`src/rtl/decode_stage_pkg.sv`:
```
package decode_stage_pkg;
    typedef enum logic {
        ST_IDLE = 1'b0,
        ST_RUN  = 1'b1
    } dstate_t;

    localparam logic [1:0] CLS_MEM = 2'b01;
endpackage

```
`src/rtl/ds_field_sel.sv`:
```
module ds_field_sel #(
    parameter int XW = 32,
    parameter int RW = 4
) (
    input  logic [XW-1:0] instr,
    output logic [RW-1:0] addr_a,
    output logic [RW-1:0] addr_b,
    output logic          is_load,
    output logic [RW-1:0] dst
);
    import decode_stage_pkg::*;

    logic is_mem;

    always_comb begin
        is_mem  = (instr[27:26] == CLS_MEM);
        is_load = is_mem && instr[20];
        dst     = instr[15:12];
        addr_a  = instr[19:16];
        // stores fetch their data register through port B
        addr_b  = (is_mem && !instr[20]) ? instr[15:12] : instr[3:0];
    end
endmodule

```
`src/rtl/ds_hazard.sv`:
```
module ds_hazard #(
    parameter int RW = 4
) (
    input  logic          clk,
    input  logic          rst_n,
    input  logic          capture,
    input  logic          new_is_load,
    input  logic [RW-1:0] new_dst,
    input  logic [RW-1:0] new_a,
    input  logic [RW-1:0] new_b,
    output logic          stall
);
    logic          prev_load;
    logic [RW-1:0] prev_dst;
    logic          hit;

    always_comb begin
        hit = prev_load && ((prev_dst == new_a) || (prev_dst == new_b));
    end

    always_ff @(posedge clk) begin
        if (!rst_n) begin
            prev_load <= 1'b0;
            prev_dst  <= '0;
            stall     <= 1'b0;
        end else if (capture) begin
            prev_load <= new_is_load;
            prev_dst  <= new_dst;
            stall     <= hit;
        end
    end
endmodule

```
`src/rtl/ds_operand.sv`:
```
module ds_operand #(
    parameter int XW     = 32,
    parameter int PC_ADJ = 4
) (
    input  logic          clk,
    input  logic          rst_n,
    input  logic          live,
    input  logic          b_is_pc,
    input  logic [XW-1:0] rdata_a,
    input  logic [XW-1:0] rdata_b,
    output logic [XW-1:0] opnd_n,
    output logic [XW-1:0] opnd_m
);
    logic [XW-1:0] cur_n, cur_m;
    logic [XW-1:0] held_n, held_m;

    always_comb begin
        cur_n  = rdata_a;
        cur_m  = b_is_pc ? (rdata_b + XW'(PC_ADJ)) : rdata_b;
        opnd_n = live ? cur_n : held_n;
        opnd_m = live ? cur_m : held_m;
    end

    always_ff @(posedge clk) begin
        if (!rst_n) begin
            held_n <= '0;
            held_m <= '0;
        end else if (live) begin
            held_n <= cur_n;
            held_m <= cur_m;
        end
    end
endmodule

```
`src/rtl/decode_stage.sv`:
```
module decode_stage #(
    parameter int XW     = 32,
    parameter int RW     = 4,
    parameter int PC_IDX = 15,
    parameter int PC_ADJ = 4
) (
    input  logic          clk,
    input  logic          rst_n,
    input  logic          enable,
    input  logic [XW-1:0] fetch_instr,
    input  logic [XW-1:0] rf_rdata_a,
    input  logic [XW-1:0] rf_rdata_b,
    output logic [RW-1:0] rf_raddr_a,
    output logic [RW-1:0] rf_raddr_b,
    output logic [XW-1:0] dec_instr,
    output logic          ready,
    output logic          load_use_stall,
    output logic [XW-1:0] opnd_n,
    output logic [XW-1:0] opnd_m
);
    import decode_stage_pkg::*;

    localparam logic [RW-1:0] PC_SEL = RW'(PC_IDX);

    dstate_t       state, state_nx;
    logic          new_is_load;
    logic [RW-1:0] new_dst;
    logic          b_pc_q;

    ds_field_sel #(.XW(XW), .RW(RW)) u_sel (
        .instr   (fetch_instr),
        .addr_a  (rf_raddr_a),
        .addr_b  (rf_raddr_b),
        .is_load (new_is_load),
        .dst     (new_dst)
    );

    // state register
    always_ff @(posedge clk) begin
        if (!rst_n) state <= ST_IDLE;
        else        state <= state_nx;
    end

    // transitions: START (IDLE->RUN), PAUSE (RUN->IDLE)
    always_comb begin
        state_nx = state;
        unique case (state)
            ST_IDLE: state_nx = enable ? ST_RUN  : ST_IDLE;
            ST_RUN:  state_nx = enable ? ST_RUN  : ST_IDLE;
        endcase
    end

    // outputs of the controller
    always_comb begin
        ready = (state == ST_RUN);
    end

    always_ff @(posedge clk) begin
        if (!rst_n) begin
            dec_instr <= '0;
            b_pc_q    <= 1'b0;
        end else if (enable) begin
            dec_instr <= fetch_instr;
            b_pc_q    <= (rf_raddr_b == PC_SEL);
        end
    end

    ds_hazard #(.RW(RW)) u_haz (
        .clk         (clk),
        .rst_n       (rst_n),
        .capture     (enable),
        .new_is_load (new_is_load),
        .new_dst     (new_dst),
        .new_a       (rf_raddr_a),
        .new_b       (rf_raddr_b),
        .stall       (load_use_stall)
    );

    ds_operand #(.XW(XW), .PC_ADJ(PC_ADJ)) u_opnd (
        .clk     (clk),
        .rst_n   (rst_n),
        .live    (ready),
        .b_is_pc (b_pc_q),
        .rdata_a (rf_rdata_a),
        .rdata_b (rf_rdata_b),
        .opnd_n  (opnd_n),
        .opnd_m  (opnd_m)
    );
endmodule

```
`config.mk`:
```
export PLATFORM = sky130hd
export DESIGN_NAME = decode_stage
export DESIGN_NICKNAME = d
export VERILOG_FILES = /design/src/rtl/decode_stage_pkg.sv /design/src/rtl/ds_field_sel.sv /design/src/rtl/ds_hazard.sv /design/src/rtl/ds_operand.sv /design/src/rtl/decode_stage.sv
export SDC_FILE = /design/constraint.sdc
export NUM_CORES = 1
export LEC_CHECK = 0
export ABC_CLOCK_PERIOD_IN_PS = 4200
export BUFFER_PORTS_ARGS = -buffer_cell sky130_fd_sc_hd__clkbuf_2
export CAP_MARGIN = 20
export CORE_MARGIN = 1.5
export CORE_UTILIZATION = 47
export CTS_CLUSTER_SIZE = 30
export DETAILED_ROUTE_END_ITERATION = 7
export PLACE_DENSITY = 0.84
export SYNTH_ARGS = -nofsm -noshare
export SYNTH_HDL_FRONTEND = slang
export SYNTH_SLANG_ARGS = --single-unit
```
`constraint.sdc`:
```
create_clock -name clk -period 4.2 [get_ports clk]
set_input_delay 1.26 -clock clk [delete_from_list [all_inputs] [get_ports clk]]
set_output_delay 1.26 -clock clk [all_outputs]
set_load 0.05 [all_outputs]
```
# Word level (Yosys, flattened, before mapping)
# Cells that the tools add are included.
totals:
  register_bits: 104
  word_cells: 23
  out_inout_bits: 106
  inputBits: 99
classes:
  mux: 5
  addsub: 1
  n_eq_ne: 4
  reduce_logical: 5
ops:
  columns: ["operator", "n"]
  rows:
  - ["two-way mux 32 bit", 3]
  - ["adder 32 x 3 -> 32 bit (second input constant)", 1]
  - ["== test 4 bit", 2]
  - ["== test 4 bit (second input constant)", 1]
  - ["two-way mux 4 bit", 1]
  - ["logical AND 1 bit", 3]
  - ["== test 2 x 1 -> 1 bit (second input constant)", 1]
  - ["zero test 1 bit", 1]
  - ["logical OR 1 bit", 1]
  - ["two-way mux 1 bit", 1]

# Logic depth before layout (Yosys ltp)
depth:
  word_depth: 6
  depth_mapped: 7
  ltp_nobuf: 6

# Cells and area by module
# From an unflattened synthesis, not the netlist that was laid out.
unflattened:
  cells_unflattened: 515
  hier_area_um2: 5026.1
by_module_without_submodules:
  columns: ["module", "n_inst", "area_per_inst_um2", "cells_per_inst", "seq_area_each_um2"]
  rows:
  - ["ds_operand", 1, 3275.6, 361, 1281.2]
  - ["decode_stage", 1, 1310.0, 110, 680.7]
  - ["ds_hazard", 1, 306.5, 30, 120.1]
  - ["ds_field_sel", 1, 133.9, 14, 0.0]

# Worst setup path before layout
# No wires, ideal clock.
synth_timing:
  path_type: "input to output"
  startpoint: "input rf_rdata_b[14]"
  endpoint: "output opnd_m[26]"
  required_ns: 2.940
  path_stages: 7
  n_path_buf: 2
  arrival_time_ns: 3.295
  slack_ns: -0.355
  cell_sequence: "buf_4 -> nand4_2 -> or4_4 -> buf_6 -> nor3_2 -> xnor2_1 -> a21oi_1"
synth_via:
  elab_chain_cells: 3
synth_lines:
  columns: ["item", "line_no", "rtl"]
  rows:
  - ["from (decl)", "decode_stage.sv:12", "input logic [XW-1:0] rf_rdata_b,"]
  - ["adder 32 x 3 -> 32 bit", "ds_operand.sv:19", "cur_m = b_is_pc ? (rdata_b + XW'(PC_ADJ)) : rdata_b;"]
  - ["two-way mux 32 bit", "ds_operand.sv:19", null]
  - ["two-way mux 32 bit", null, null]
  - ["to (decl)", "decode_stage.sv:19", "output logic [XW-1:0] opnd_m"]
# No other way between the ends.

# Worst setup path after layout
layout_timing:
  startpoint: "input rf_rdata_b[2]"
  endpoint: "output opnd_m[26]"
# Same word-level chain as after synthesis.

==> reports/results.txt <==
Avg Inst Size Synth = 9.52 sq um
first drt pass iteration count = 4
Die Ht = 102 microns
TritonCTS Sinks = 100
worst reg2reg path endpoint = u_opnd.held_m[26]
crit-path max cell delay = 510 ps
mux share of post-synthesis cell area = 17.2%
RSZ-0062 raised after global routing = true
DRC Markers = 0
P&R area growth vs syn = 37.0%
Critical Path RT = 2940 ps
Cell variety after synth = 46
final max-slew violation count = 0
fmax = 235 MHz
fraction of the cycle the final worst path needs = 101%
CP cell instances = buf_8 -> ha_4 -> nand4_1 -> or4_4 -> buf_6 -> nor3_4 -> xnor2_2 -> a21oi_2 -> buf_12
dpl hpwl = 9260 microns
Worst-path clk slew = 100 ps
GR Overflow Total = 0
switching share of total power = 34.9%
Worst Setup SP = rf_rdata_b[2]
# nets final = 805
GRT Total Usage = 23.1%
clock skew = 8.28 ps
asr flop ratio synth = 0%
I/O pin total = 205
Layout fillers = 819
leak pwr = 3.05 nW
Synth Cell Area = 4640 sq um
Routability Congestion = 0.839
Main synth FF type = dfxtp_1
P_sw = 0.804 mW
Total Wirelength = 12,400 microns
# hold bufs at CTS = 0
part of the power in the clock network = 27.3%
setup_tns = -69.2 ps
Gate power share = 27.9%
Setup Crit Path Kind = input pin to primary output
n_diodes = 0
Rows = 36
crit-path max FO = 5
EDFF count, synth = 0
Yosys warnings = 0
sequential share of power = 44.7%
Post-DP Area = 6010 sq um
Total Power = 2.30 mW
Synth area leaders = dfxtp_1 (43%), mux2_2 (9.5%), mux2i_1 (7.8%), and2_1 (6.6%), nor2_1 (5.1%)
Crit Reg-Reg Startpoint = b_pc_q
Adder-Cell Fraction of Synth Area = 0.270%
worst slew pin tran = 595 ps
Slowest-stage cell, CP = or4_4
end of the critical path = opnd_m[26]
fin crit period = 4250 ps
Synth Register Bits = 100
setup violators final = 2
leading area contributor after synthesis = dfxtp_1
largest family of logic cells by synthesized area = simple AND/OR/NAND/NOR gates
Final Hold Fails = 0
clk_lat worst skew = 360 ps
Seq/Total Area, Yosys = 43.2%
Initial Util = 47.9%
internal cell power = 1.50 mW
Critical Path Sink Type = primary output
die area = 10,500 sq um
worst hold-check path type = flip-flop to flip-flop
Setup WS post-layout = -51.9 ps
IR drop worst, VDD = 0.000260 V
die width = 102 microns
drt wl/cell = 14.7 microns
first-pass GRT wire length = 19,200 microns
clk buf depth = 2
reg2reg path depth = 7
design area = 6350 sq um
pin count of the biggest net entering global routing = 59
initial antenna violation count = 0
post-synthesis cell count = 487
share of the synthesized area in the top cell type = 43.2%
status = complete, but fails checks
violated checks = setup timing
Routed Antenna Nets = 0
Vias/cell = 5.12
register area = 2010 sq um
Root Driver = clkbuf_8
number of port buffers = 204
commonest non-fill, non-tap cell in the layout = clkbuf_2
# H-tree levels = 3
Synth Area in Compound Gates = 8.23%
Detailed Route Iter0 Violations = 135
CORE AREA = 9680 sq um
Mapped Nets = 587
Startpoint Class = input pin
Post-Synth XOR/XNOR Area = 4.72%
area of the multi-input gates = 2550 sq um
Critical Path AT = 2990 ps
Num CTS Buffers = 9
Slew Limit Headroom = 60.4%
Cell Pwr Density = 363 nW/um^2
vias in the first global route = 4,254
CTS tree = yes
share of cells above drive strength 1 = 45.4%
highest-count cells in the layout ignoring fill and taps = clkbuf_2 (190), dfxtp_1 (99), nor2_1 (61), and2_1 (49), mux2_2 (39)
via count = 4,319
max-cap viol count = 0
Synth Area in Simple Gates = 22.5%
reg2reg setup slack = 2030 ps
what timing repair did:
| item | in CTS | in global routing |
|---|---|---|
| buffers inserted | 2 | 2 |
| pin swaps | 4 | 4 |
| resized for setup | 10 | 26 |
| setup endpoints to repair | 7 | 14 |
final cells by class:
cell class / count / share of cell area (%)
clock inverter: 5 / 0.946
multi-input combinational: 347 / 40.2
inverter: 6 / 0.355
timing repair buffer: 241 / 22.1
tap: 133 / 2.62
clock buffer: 11 / 2.23
sequential: 100 / 31.6
flip-flops by register name (all words and copies together), names as in the netlist:
signal and flops:
b_pc_q 1, dec_instr 32, ready 1, u_haz.prev_load 1, u_haz.stall 1, u_opnd.held_m 32
u_opnd.held_n 32
cell families (layout without fill, tap and decap cells):
group / after synthesis / after routing
DFF: 100 / 100
buffers and inverters: 40 / 263
adders and majority gates: 1 / 1
muxes: 75 / 75
AOI/OAI and AO/OA: 58 / 58
and+or+nand+nor: 188 / 188
xor gates and xnor gates: 25 / 25
Yosys cell counts, types with 2 or more instances:
| master | number |
|---|---|
| inv_1 | 6 |
| dfxtp_1 | 100 |
| nand3_1 | 11 |
| a311o_1 | 2 |
| buf_4 | 5 |
| o211a_1 | 3 |
| nor3_2 | 3 |
| buf_1 | 5 |
| nand4_2 | 2 |
| mux2_2 | 39 |
| o21a_1 | 3 |
| mux2i_1 | 36 |
| and4_1 | 4 |
| and2_1 | 49 |
| a31oi_1 | 3 |
| nor4_2 | 2 |
| nand4_1 | 9 |
| nor4_4 | 2 |
| nor3_1 | 5 |
| a41oi_1 | 2 |
| nand4b_1 | 2 |
| o21ai_0 | 7 |
| a21oi_1 | 23 |
| nand2_1 | 17 |
| xor2_1 | 14 |
| clkbuf_1 | 22 |
| or3_1 | 3 |
| o211ai_1 | 2 |
| nor2_1 | 63 |
| a211oi_1 | 7 |
| and3_1 | 3 |
| nor4_1 | 4 |
| nor2b_1 | 3 |
| xnor2_1 | 11 |
| nand2b_1 | 4 |
metal layers:
metal | wire length, microns | vias to the layer above | global-route usage, %
li1 | - | 2117 | -
met1 | 5080 | 2027 | 26.6
met2 | 6300 | 146 | 40.6
met3 | 705 | 29 | 5.06
met4 | 340 | 0 | 11.2
met5 | 0 | - | 0
worst min path at each step:
stage                                 start           endpoint  slack, ps  cells past startpoint
after global placement    u_opnd.held_m[29]  u_opnd.held_m[29]        460                      1
after floorplan           u_opnd.held_m[20]  u_opnd.held_m[20]        460                      1
final                     u_opnd.held_m[29]  u_opnd.held_m[29]        500                      1
after global routing      u_opnd.held_m[20]  u_opnd.held_m[20]        520                      1
after CTS                 u_opnd.held_m[20]  u_opnd.held_m[20]        500                      1
after detailed placement  u_opnd.held_m[20]  u_opnd.held_m[20]        470                      1
critical path, delay by kind of cell:
kind / cells / cell delay (ps)
simple gates: 3 / 920
compound gates: 1 / 190
fa+ha+maj: 1 / 120
buf+inv: 3 / 400
xor+xnor: 1 / 110
power groups by stage:
stage,Sequential (mW),Clock [mW],Combinational (mW)
after floorplan,1.10,0,0.390
after global placement,1.05,0,0.618
after detailed placement,1.05,0,0.631
after CTS,1.03,0.647,0.638
after global routing,1.04,0.685,0.681
final,1.03,0.629,0.644
through the flow:
stage          hold slack, ps  worst slack, ps  util [%]  cells
4_1_cts                   497             -108      64.9    841
3_5_place_dp              474             -166      62.1    823
6_report                  497            -51.9      65.6    843
5_1_grt                   520            -83.0      65.6    843
3_3_place_gp              464             -119      62.1    823
2_1_floorplan             455            -64.1         -    487
No activity file was read; power rests on OpenSTA's default activity.
